### src/rtl/oc_pkg.sv
package oc_pkg;
   localparam int REG_W      = 16;
   localparam int STOP_BIT   = 13;
   localparam int FLT_BIT    = 4;
   localparam int TSEL_BIT   = 3;

   typedef enum logic [2:0] {
      OCM_OFF  = 3'd0,
      OCM_SET  = 3'd1,
      OCM_CLR  = 3'd2,
      OCM_TGL  = 3'd3,
      OCM_ONE  = 3'd4,
      OCM_CONT = 3'd5,
      OCM_PWM  = 3'd6,
      OCM_PWMF = 3'd7
   } ocm_e;

   typedef enum logic [1:0] {
      SEL_CTRL = 2'd0,
      SEL_PRI  = 2'd1,
      SEL_SEC  = 2'd2,
      SEL_NONE = 2'd3
   } regsel_e;
endpackage

### src/rtl/oc_regs.sv
module oc_regs
   import oc_pkg::*;
#(
   parameter int CW = 16
) (
   input  logic                 clk,
   input  logic                 rst_n,
   input  logic                 wr,
   input  logic [1:0]           sel,
   input  logic [REG_W-1:0]     wdata,
   input  logic                 flt,
   output ocm_e                 mode,
   output logic                 tsel,
   output logic                 stop_idle,
   output logic [CW-1:0]        pri,
   output logic [CW-1:0]        sec,
   output logic                 ctrl_wr,
   output ocm_e                 new_mode,
   output logic [REG_W-1:0]     rdata
);
   regsel_e sel_e;
   assign sel_e    = regsel_e'(sel);
   assign ctrl_wr  = wr && (sel_e == SEL_CTRL);
   assign new_mode = ocm_e'(wdata[2:0]);

   always_ff @(posedge clk) begin
      if (!rst_n) begin
         mode      <= OCM_OFF;
         tsel      <= 1'b0;
         stop_idle <= 1'b0;
         pri       <= '0;
         sec       <= '0;
      end else if (wr) begin
         case (sel_e)
            SEL_CTRL: begin
               mode      <= new_mode;
               tsel      <= wdata[TSEL_BIT];
               stop_idle <= wdata[STOP_BIT];
            end
            SEL_PRI:  pri <= wdata[CW-1:0];
            SEL_SEC:  sec <= wdata[CW-1:0];
            default:  ;
         endcase
      end
   end

   always_comb begin
      rdata = '0;
      case (sel_e)
         SEL_CTRL: begin
            rdata[STOP_BIT] = stop_idle;
            rdata[FLT_BIT]  = flt;
            rdata[TSEL_BIT] = tsel;
            rdata[2:0]      = mode;
         end
         SEL_PRI:  rdata = REG_W'(pri);
         SEL_SEC:  rdata = REG_W'(sec);
         default:  rdata = '0;
      endcase
   end
endmodule

### src/rtl/oc_tbsel.sv
module oc_tbsel #(
   parameter int CW = 16
) (
   input  logic          tsel,
   input  logic [CW-1:0] cnt0,
   input  logic          prd0,
   input  logic [CW-1:0] cnt1,
   input  logic          prd1,
   output logic [CW-1:0] cnt,
   output logic          prd
);
   assign cnt = tsel ? cnt1 : cnt0;
   assign prd = tsel ? prd1 : prd0;
endmodule

### src/rtl/oc_engine.sv
module oc_engine
   import oc_pkg::*;
#(
   parameter int CW = 16
) (
   input  logic          clk,
   input  logic          rst_n,
   input  ocm_e          mode,
   input  logic          ctrl_wr,
   input  ocm_e          new_mode,
   input  logic          halt,
   input  logic          fault_in,
   input  logic [CW-1:0] cnt,
   input  logic          prd,
   input  logic [CW-1:0] pri,
   input  logic [CW-1:0] sec,
   output logic          pin,
   output logic          irq,
   output logic          flt
);
   logic          done_q;
   logic [CW-1:0] duty_q;
   logic          hit_p, hit_s, hit_d;

   assign hit_p = (cnt == pri);
   assign hit_s = (cnt == sec);
   assign hit_d = (cnt == duty_q);

   always_ff @(posedge clk) begin
      if (!rst_n) begin
         pin    <= 1'b0;
         irq    <= 1'b0;
         flt    <= 1'b0;
         done_q <= 1'b0;
         duty_q <= '0;
      end else begin
         irq <= 1'b0;
         if (ctrl_wr) begin
            pin    <= (new_mode == OCM_CLR);
            flt    <= 1'b0;
            done_q <= 1'b0;
         end else if (mode == OCM_PWMF && fault_in) begin
            flt <= 1'b1;
            pin <= 1'b0;
         end else if (flt) begin
            pin <= 1'b0;
         end else if (!halt) begin
            case (mode)
               OCM_OFF: pin <= 1'b0;
               OCM_SET: if (hit_p) begin pin <= 1'b1; irq <= 1'b1; end
               OCM_CLR: if (hit_p) begin pin <= 1'b0; irq <= 1'b1; end
               OCM_TGL: if (hit_p) begin pin <= ~pin; irq <= 1'b1; end
               OCM_ONE, OCM_CONT: begin
                  if (!pin && !done_q && hit_p) begin
                     pin <= 1'b1;
                  end else if (pin && hit_s) begin
                     pin <= 1'b0;
                     irq <= 1'b1;
                     if (mode == OCM_ONE) done_q <= 1'b1;
                  end
               end
               default: begin
                  if (prd) begin
                     pin    <= 1'b1;
                     irq    <= 1'b1;
                     duty_q <= pri;
                  end else if (hit_d) begin
                     pin <= 1'b0;
                  end
               end
            endcase
         end
      end
   end
endmodule

### src/rtl/oc_channel.sv
module oc_channel
   import oc_pkg::*;
#(
   parameter int CW = 16
) (
   input  logic             clk,
   input  logic             rst_n,
   input  logic [CW-1:0]    tb0_cnt,
   input  logic             tb0_prd,
   input  logic [CW-1:0]    tb1_cnt,
   input  logic             tb1_prd,
   input  logic             fault_in,
   input  logic             idle_req,
   input  logic             reg_wr,
   input  logic [1:0]       reg_sel,
   input  logic [15:0]      reg_wdata,
   output logic [15:0]      reg_rdata,
   output logic             oc_pin,
   output logic             oc_irq
);
   if (CW < 2 || CW > REG_W) begin : g_bad_cw
      $error("oc_channel: CW must lie in 2..16");
   end

   ocm_e          mode_q, new_mode;
   logic          tsel_q, stop_q, ctrl_wr, flt_q, halt;
   logic [CW-1:0] pri_q, sec_q, cnt_sel;
   logic          prd_sel;

   assign halt = stop_q && idle_req;

   oc_regs #(.CW(CW)) u_regs (
      .clk(clk), .rst_n(rst_n), .wr(reg_wr), .sel(reg_sel), .wdata(reg_wdata),
      .flt(flt_q), .mode(mode_q), .tsel(tsel_q), .stop_idle(stop_q),
      .pri(pri_q), .sec(sec_q), .ctrl_wr(ctrl_wr), .new_mode(new_mode),
      .rdata(reg_rdata)
   );

   oc_tbsel #(.CW(CW)) u_tbsel (
      .tsel(tsel_q), .cnt0(tb0_cnt), .prd0(tb0_prd),
      .cnt1(tb1_cnt), .prd1(tb1_prd), .cnt(cnt_sel), .prd(prd_sel)
   );

   oc_engine #(.CW(CW)) u_eng (
      .clk(clk), .rst_n(rst_n), .mode(mode_q), .ctrl_wr(ctrl_wr),
      .new_mode(new_mode), .halt(halt), .fault_in(fault_in),
      .cnt(cnt_sel), .prd(prd_sel), .pri(pri_q), .sec(sec_q),
      .pin(oc_pin), .irq(oc_irq), .flt(flt_q)
   );
endmodule

### config.mk
export PLATFORM = sky130hd
export DESIGN_NAME = oc_channel
export DESIGN_NICKNAME = d
export VERILOG_FILES = /design/src/rtl/oc_pkg.sv /design/src/rtl/oc_regs.sv /design/src/rtl/oc_tbsel.sv /design/src/rtl/oc_engine.sv /design/src/rtl/oc_channel.sv
export SDC_FILE = /design/constraint.sdc
export NUM_CORES = 1
export LEC_CHECK = 0
export ABC_AREA = 1
export BUFFER_PORTS_ARGS = -buffer_cell sky130_fd_sc_hd__clkbuf_2
export CORE_UTILIZATION = 43
export DETAILED_ROUTE_END_ITERATION = 10
export GPL_ROUTABILITY_DRIVEN = 1
export PLACE_DENSITY = 0.68
export SKIP_CTS_REPAIR_TIMING = 1
export SLEW_MARGIN = 20
export SYNTH_ARGS = -nofsm -noshare
export SYNTH_HDL_FRONTEND = slang
export SYNTH_SLANG_ARGS = --single-unit
### constraint.sdc
create_clock -name clk -period 1.5 [get_ports clk]
set_input_delay 0.15 -clock clk [delete_from_list [all_inputs] [get_ports clk]]
set_output_delay 0.15 -clock clk [all_outputs]
set_load 0.01 [all_outputs]
# Word level (Yosys, flattened, before mapping)
# Cells that the tools add are included.
[classes]
eq_ne = 17
muxes = 23
bitwise_logic = 8
reduce_logical = 22
[ops]
columns = ["operator", "n"]
rows = [
  ["equality test 16 bit", 3],
  ["2-to-1 mux 1 bit", 16],
  ["2-to-1 mux 16 bit", 1],
  ["case mux 8 bit (2 select lines)", 1],
  ["!= test 5 x 2 -> 1 bit (second input constant)", 3],
  ["case mux 5 bit (3 select lines)", 1],
  ["AND reduction 6 bit", 2],
  ["nonzero test 10 bit", 1],
  ["equality test 3 x 2 -> 1 bit (second input constant)", 3],
  ["equality test 3 bit (second input constant)", 3],
  ["NOT 1 bit", 8],
  ["AND reduction 7 bit", 1],
  ["logical AND 1 bit", 6],
  ["!= test 6 x 2 -> 1 bit (second input constant)", 1],
  ["case mux 1 bit (3 select lines)", 2],
  ["AND reduction 2 bit", 3],
  ["OR reduction 6 bit", 1],
  ["case mux 1 bit (5 select lines)", 1],
  ["OR reduction 5 bit", 1],
  ["!= test 4 bit (second input constant)", 1],
  ["case mux 2 bit (2 select lines)", 1],
  ["OR reduction 2 bit", 2],
  ["equality test 3 x 1 -> 1 bit (second input constant)", 1],
  ["logical NOT 3 bit", 1],
  ["5 further kinds", 6],
]
[totals]
regBits = 57
out_inout_bits = 18

# Logic depth before layout (Yosys ltp)
[depth]
depth_word = 10
ltp_mapped = 18
mapped_depth_nobuf = 16

# Modules after synthesis
# From an unflattened synthesis, not the netlist that was laid out.
[unflattened]
hier_cells = 634
area_unflattened_um2 = 3734.8
[modules_own_cells]
columns = ["mod", "n_inst", "cells_each", "area_per_inst_um2", "seq_area_each_um2"]
rows = [
  ["oc_regs", 1, 258, 1779.2, 740.7],
  ["oc_engine", 1, 319, 1692.9, 400.4],
  ["oc_tbsel", 1, 55, 255.2, 0.0],
  ["oc_channel", 1, 2, 7.5, 0.0],
]

# Least setup slack after synthesis
# Ideal clock, no wire load.
[synth_timing]
kind = "register to register"
start = "register u_regs.tsel"
end = "register u_eng.pin"
setup_time_ps = 113
t_arrival_ps = 1534
required_time_ps = 1387
path_slack_ps = -146
path_stages_with_launch = 15
n_path_buf = 2
synth_period_minus_slack_ps = 1646
cell_sequence = "dfxtp_1 buf_6 inv_4 buf_6 or2_2 o21ai_1 inv_1 nor2_1 nand2_1 nor2_1 nor2_1 nand2_1 nand2_1 nand2_1 nor2_1"
[synth_between]
elab_chain_len = 9
[synth_rtl]
columns = ["item", "line_no", "rtl"]
rows = [
  ["start: declaration", "oc_regs.sv:13", "output logic tsel,"],
  ["start signal: assignment", "oc_regs.sv:37", "tsel <= wdata[TSEL_BIT];"],
  ["2-to-1 mux 16 bit", "oc_tbsel.sv:12", "assign cnt = tsel ? cnt1 : cnt0;"],
  ["equality test 16 bit", "oc_engine.sv:25", "assign hit_p = (cnt == pri);"],
  ["logical AND 1 bit", "oc_engine.sv:54", "if (!pin && !done_q && hit_p) begin"],
  ["2-to-1 mux 1 bit", "oc_engine.sv:54", ""],
  ["case mux 1 bit (5 select lines)", "oc_engine.sv:48", "case (mode)"],
  ["2-to-1 mux 1 bit", "oc_engine.sv:47", "end else if (!halt) begin"],
  ["2-to-1 mux 1 bit", "oc_engine.sv:45", "end else if (flt) begin"],
  ["2-to-1 mux 1 bit", "oc_engine.sv:42", "end else if (mode == OCM_PWMF && fault_in) begin"],
  ["2-to-1 mux 1 bit", "oc_engine.sv:38", "if (ctrl_wr) begin"],
  ["end signal: assignment", "oc_engine.sv:39", "pin <= (new_mode == OCM_CLR);"],
  ["end: declaration", "oc_engine.sv:17", "output logic pin,"],
]
# Parallel ways exist; a longest one is shown, timed or not. The select of a mux whose other input is x is not followed.
# A chain may end at the register's enable or synchronous reset.

# Final worst setup path
# Same ends and word-level chain as after synthesis.

==> reports/results.tsv <==
metric	value	unit
postPlaceCellArea	0.00439	mm²
setup_violations	19	
die_area	0.00883	mm²
r2r_slack	-310	ps
clock-sinks	57	
min_period	1810	ps
gr-usage-all-layers	26.9	%
cp-end-kind	flip-flop	
period_share	121	%
ys_ff_latch	57	
grt_use_met2	44.5	%
design.core.area	0.00822	mm²
die_h	94.0	µm
final_common_cell	nand2_1	
leakage	2.33	nW
holdCritPathClass	in -> reg	
syn-cell-area	0.00364	mm²
layout_common_cells	nand2_1, inv_1, clkbuf_2, a21oi_1, dfxtp_1	
yosysUniqueCellTypes	27	
slew_violations	0	
ctsHtreeMaxLevel	3	
routed_via_density	5.06	
synth.avg_cell_area	5.82	µm²
timing.fmax	0.552	GHz
tightest_slew	337	ps
vias	4258	
slew_headroom	77.3	%
use_met1	34.8	%
nNetsFinal	793	
crit_type	reg -> reg	
grtUsageMet3	4.37	%
diodes	0	
start_util	44.3	%
dp.cells	824	
clockBufferDepth	2	
wire_per_inst	13.4	µm
gp_congestion	1.01	
io_pins	75	
drt-initial-drc-count	237	
grt_pass1_wl	18000	µm
outcome	finished with violations	
design_area	0.00465	mm²
cts-root-buf	clkbuf_8	
critPathMaxFanout	24	
clk_pin_slew	70	ps
start_kind	flip-flop	
io_buffers	74	
violations	negative setup slack	
clkLatencyLatePin	350	ps
rsz0062_at_grt	true	
drive_above_1_share	22.7	%
routed_wl	11300	µm
grt_pass1_vias	3897	
synthCells	625	
skew	7.51	ps
synth_fp_nets	686	
cts_tree	built	
ys_seq_area_share	31.4	%
row_count	33	
dr.pass1.iters	5	
ant_nets	0	
numCtsBuffers	9	
grt_max_degree	33	
dp_hpwl	8790	µm
syn2layout_area_growth	27.9	%
antenna_found_initial	0	
setup_tns	-3510	ps
die_w	94.0	µm
synth_warnings	0	
place_ws	-319	ps
drcViolationCount	0	
layout_setup_ws	-311	ps
totalPowerFinal	3.98	mW
hold_viol	0	
required	1790	ps
maxCapViolCount	0	
powerDensity	856	mW/mm²
overflow	0	
fin_cells	841	
max-vdd-ir-drop	0.582	mV
cp.arrival	2100	ps
grt.busiest_layer	met2	
## sequential cells by signal (all words and copies together), names as in the netlist
| signal | flops |
|---|---|
| u_regs.stop_idle | 1 |
| u_regs.pri | 16 |
| u_regs.tsel | 1 |
| u_eng.done_q | 1 |
| u_eng.flt | 1 |
| u_eng.duty_q | 16 |
| u_regs.sec | 16 |
| u_eng.irq | 1 |
| u_eng.pin | 1 |
| u_regs.mode | 3 |
## worst max-delay path, stage by stage (launching register included)
cell     delay, ps
dfxtp_4        380
inv_8          160
nand2_1         90
buf_4          140
nand3_1         60
nand2_1         60
nor2_1         100
nand2_1         90
nor2_2         150
buf_4          130
nand4_1         80
nand2_1         70
nand2_1         50
nand2_1         70
nor2_1          50
nor2_1          80
## cells in the mapped netlist, drive strengths merged
| library cell | instances | area, µm² |
|---|---|---|
| ha | 4 | 50.1 |
| dfxtp | 57 | 1140 |
| nand4 | 4 | 25.0 |
| o211ai | 1 | 7.51 |
| nor4 | 3 | 18.8 |
| nand2 | 235 | 907 |
| nor3 | 2 | 10.0 |
| nor2 | 43 | 166 |
| nand3b | 4 | 30.0 |
| or2 | 1 | 6.26 |
| xor2 | 2 | 17.5 |
| nand3 | 47 | 235 |
| clkinv | 1 | 3.75 |
| inv | 81 | 307 |
| a31oi | 1 | 6.26 |
| o21ai | 54 | 270 |
| clkbuf | 15 | 56.3 |
| a21oi | 60 | 300 |
| xnor2 | 2 | 17.5 |
| buf | 8 | 62.6 |
## layer usage
metal	routed length, µm	vias to the layer above
met5	0	-
met2	5210	127
met3	620	25
met1	5150	1915
li1	-	2191
met4	286	0
## area by class of cell
| type | count | area [µm²] |
|---|---|---|
| Fill cell | 858 | 3560 |
| Tap cell | 105 | 131 |
| Multi-Input combinational cell | 463 | 2120 |
| Timing Repair Buffer | 119 | 724 |
| Sequential cell | 57 | 1140 |
| Clock buffer | 13 | 179 |
| Clock inverter | 2 | 35.0 |
| Inverter | 82 | 315 |
## path summary, 6_finish.rpt
| kind | from | endpoint | cells past startpoint |
|---|---|---|---|
| worst max-delay path | u_regs.tsel | u_eng.pin | 15 |
| worst max register to register | u_regs.tsel | u_eng.pin | 15 |
| worst min register to register | u_eng.duty_q[0] | u_eng.duty_q[0] | 2 |
| worst min-delay path | reg_wdata[14] | u_regs.sec[14] | 3 |
## kinds of logic (layout without fill, tap and decap cells)
group                    count (synthesis)  count (layout)  synth area share, %
AND/OR/NAND/NOR                        339             339                 38.4
adder cells (fa/ha/maj)                  4               4                 1.38
flip-flops                              57              57                 31.4
AO/OA/AOI/OAI                          116             116                 16.1
buffers and inverters                  105             216                 11.8
XOR/XNOR                                 4               4                0.963
## where the power goes
part	internal (mW)	switching, mW	leakage, nW
Sequential	1.57	0.0539	0.465
Clock	0.937	0.632	0.112
Combinational	0.313	0.477	1.76
## stage by stage
| stage | hold slack, ps | util [%] |
|---|---|---|
| 6_report | 78.4 | 56.6 |
| 5_1_grt | 94.9 | 56.6 |
| 4_1_cts | 79.7 | 56.1 |
| 3_5_place_dp | 433 | 53.4 |
| 3_3_place_gp | 421 | 53.4 |
| 2_1_floorplan | 289 | - |
Note: power is estimated with default switching activity, not from simulation.
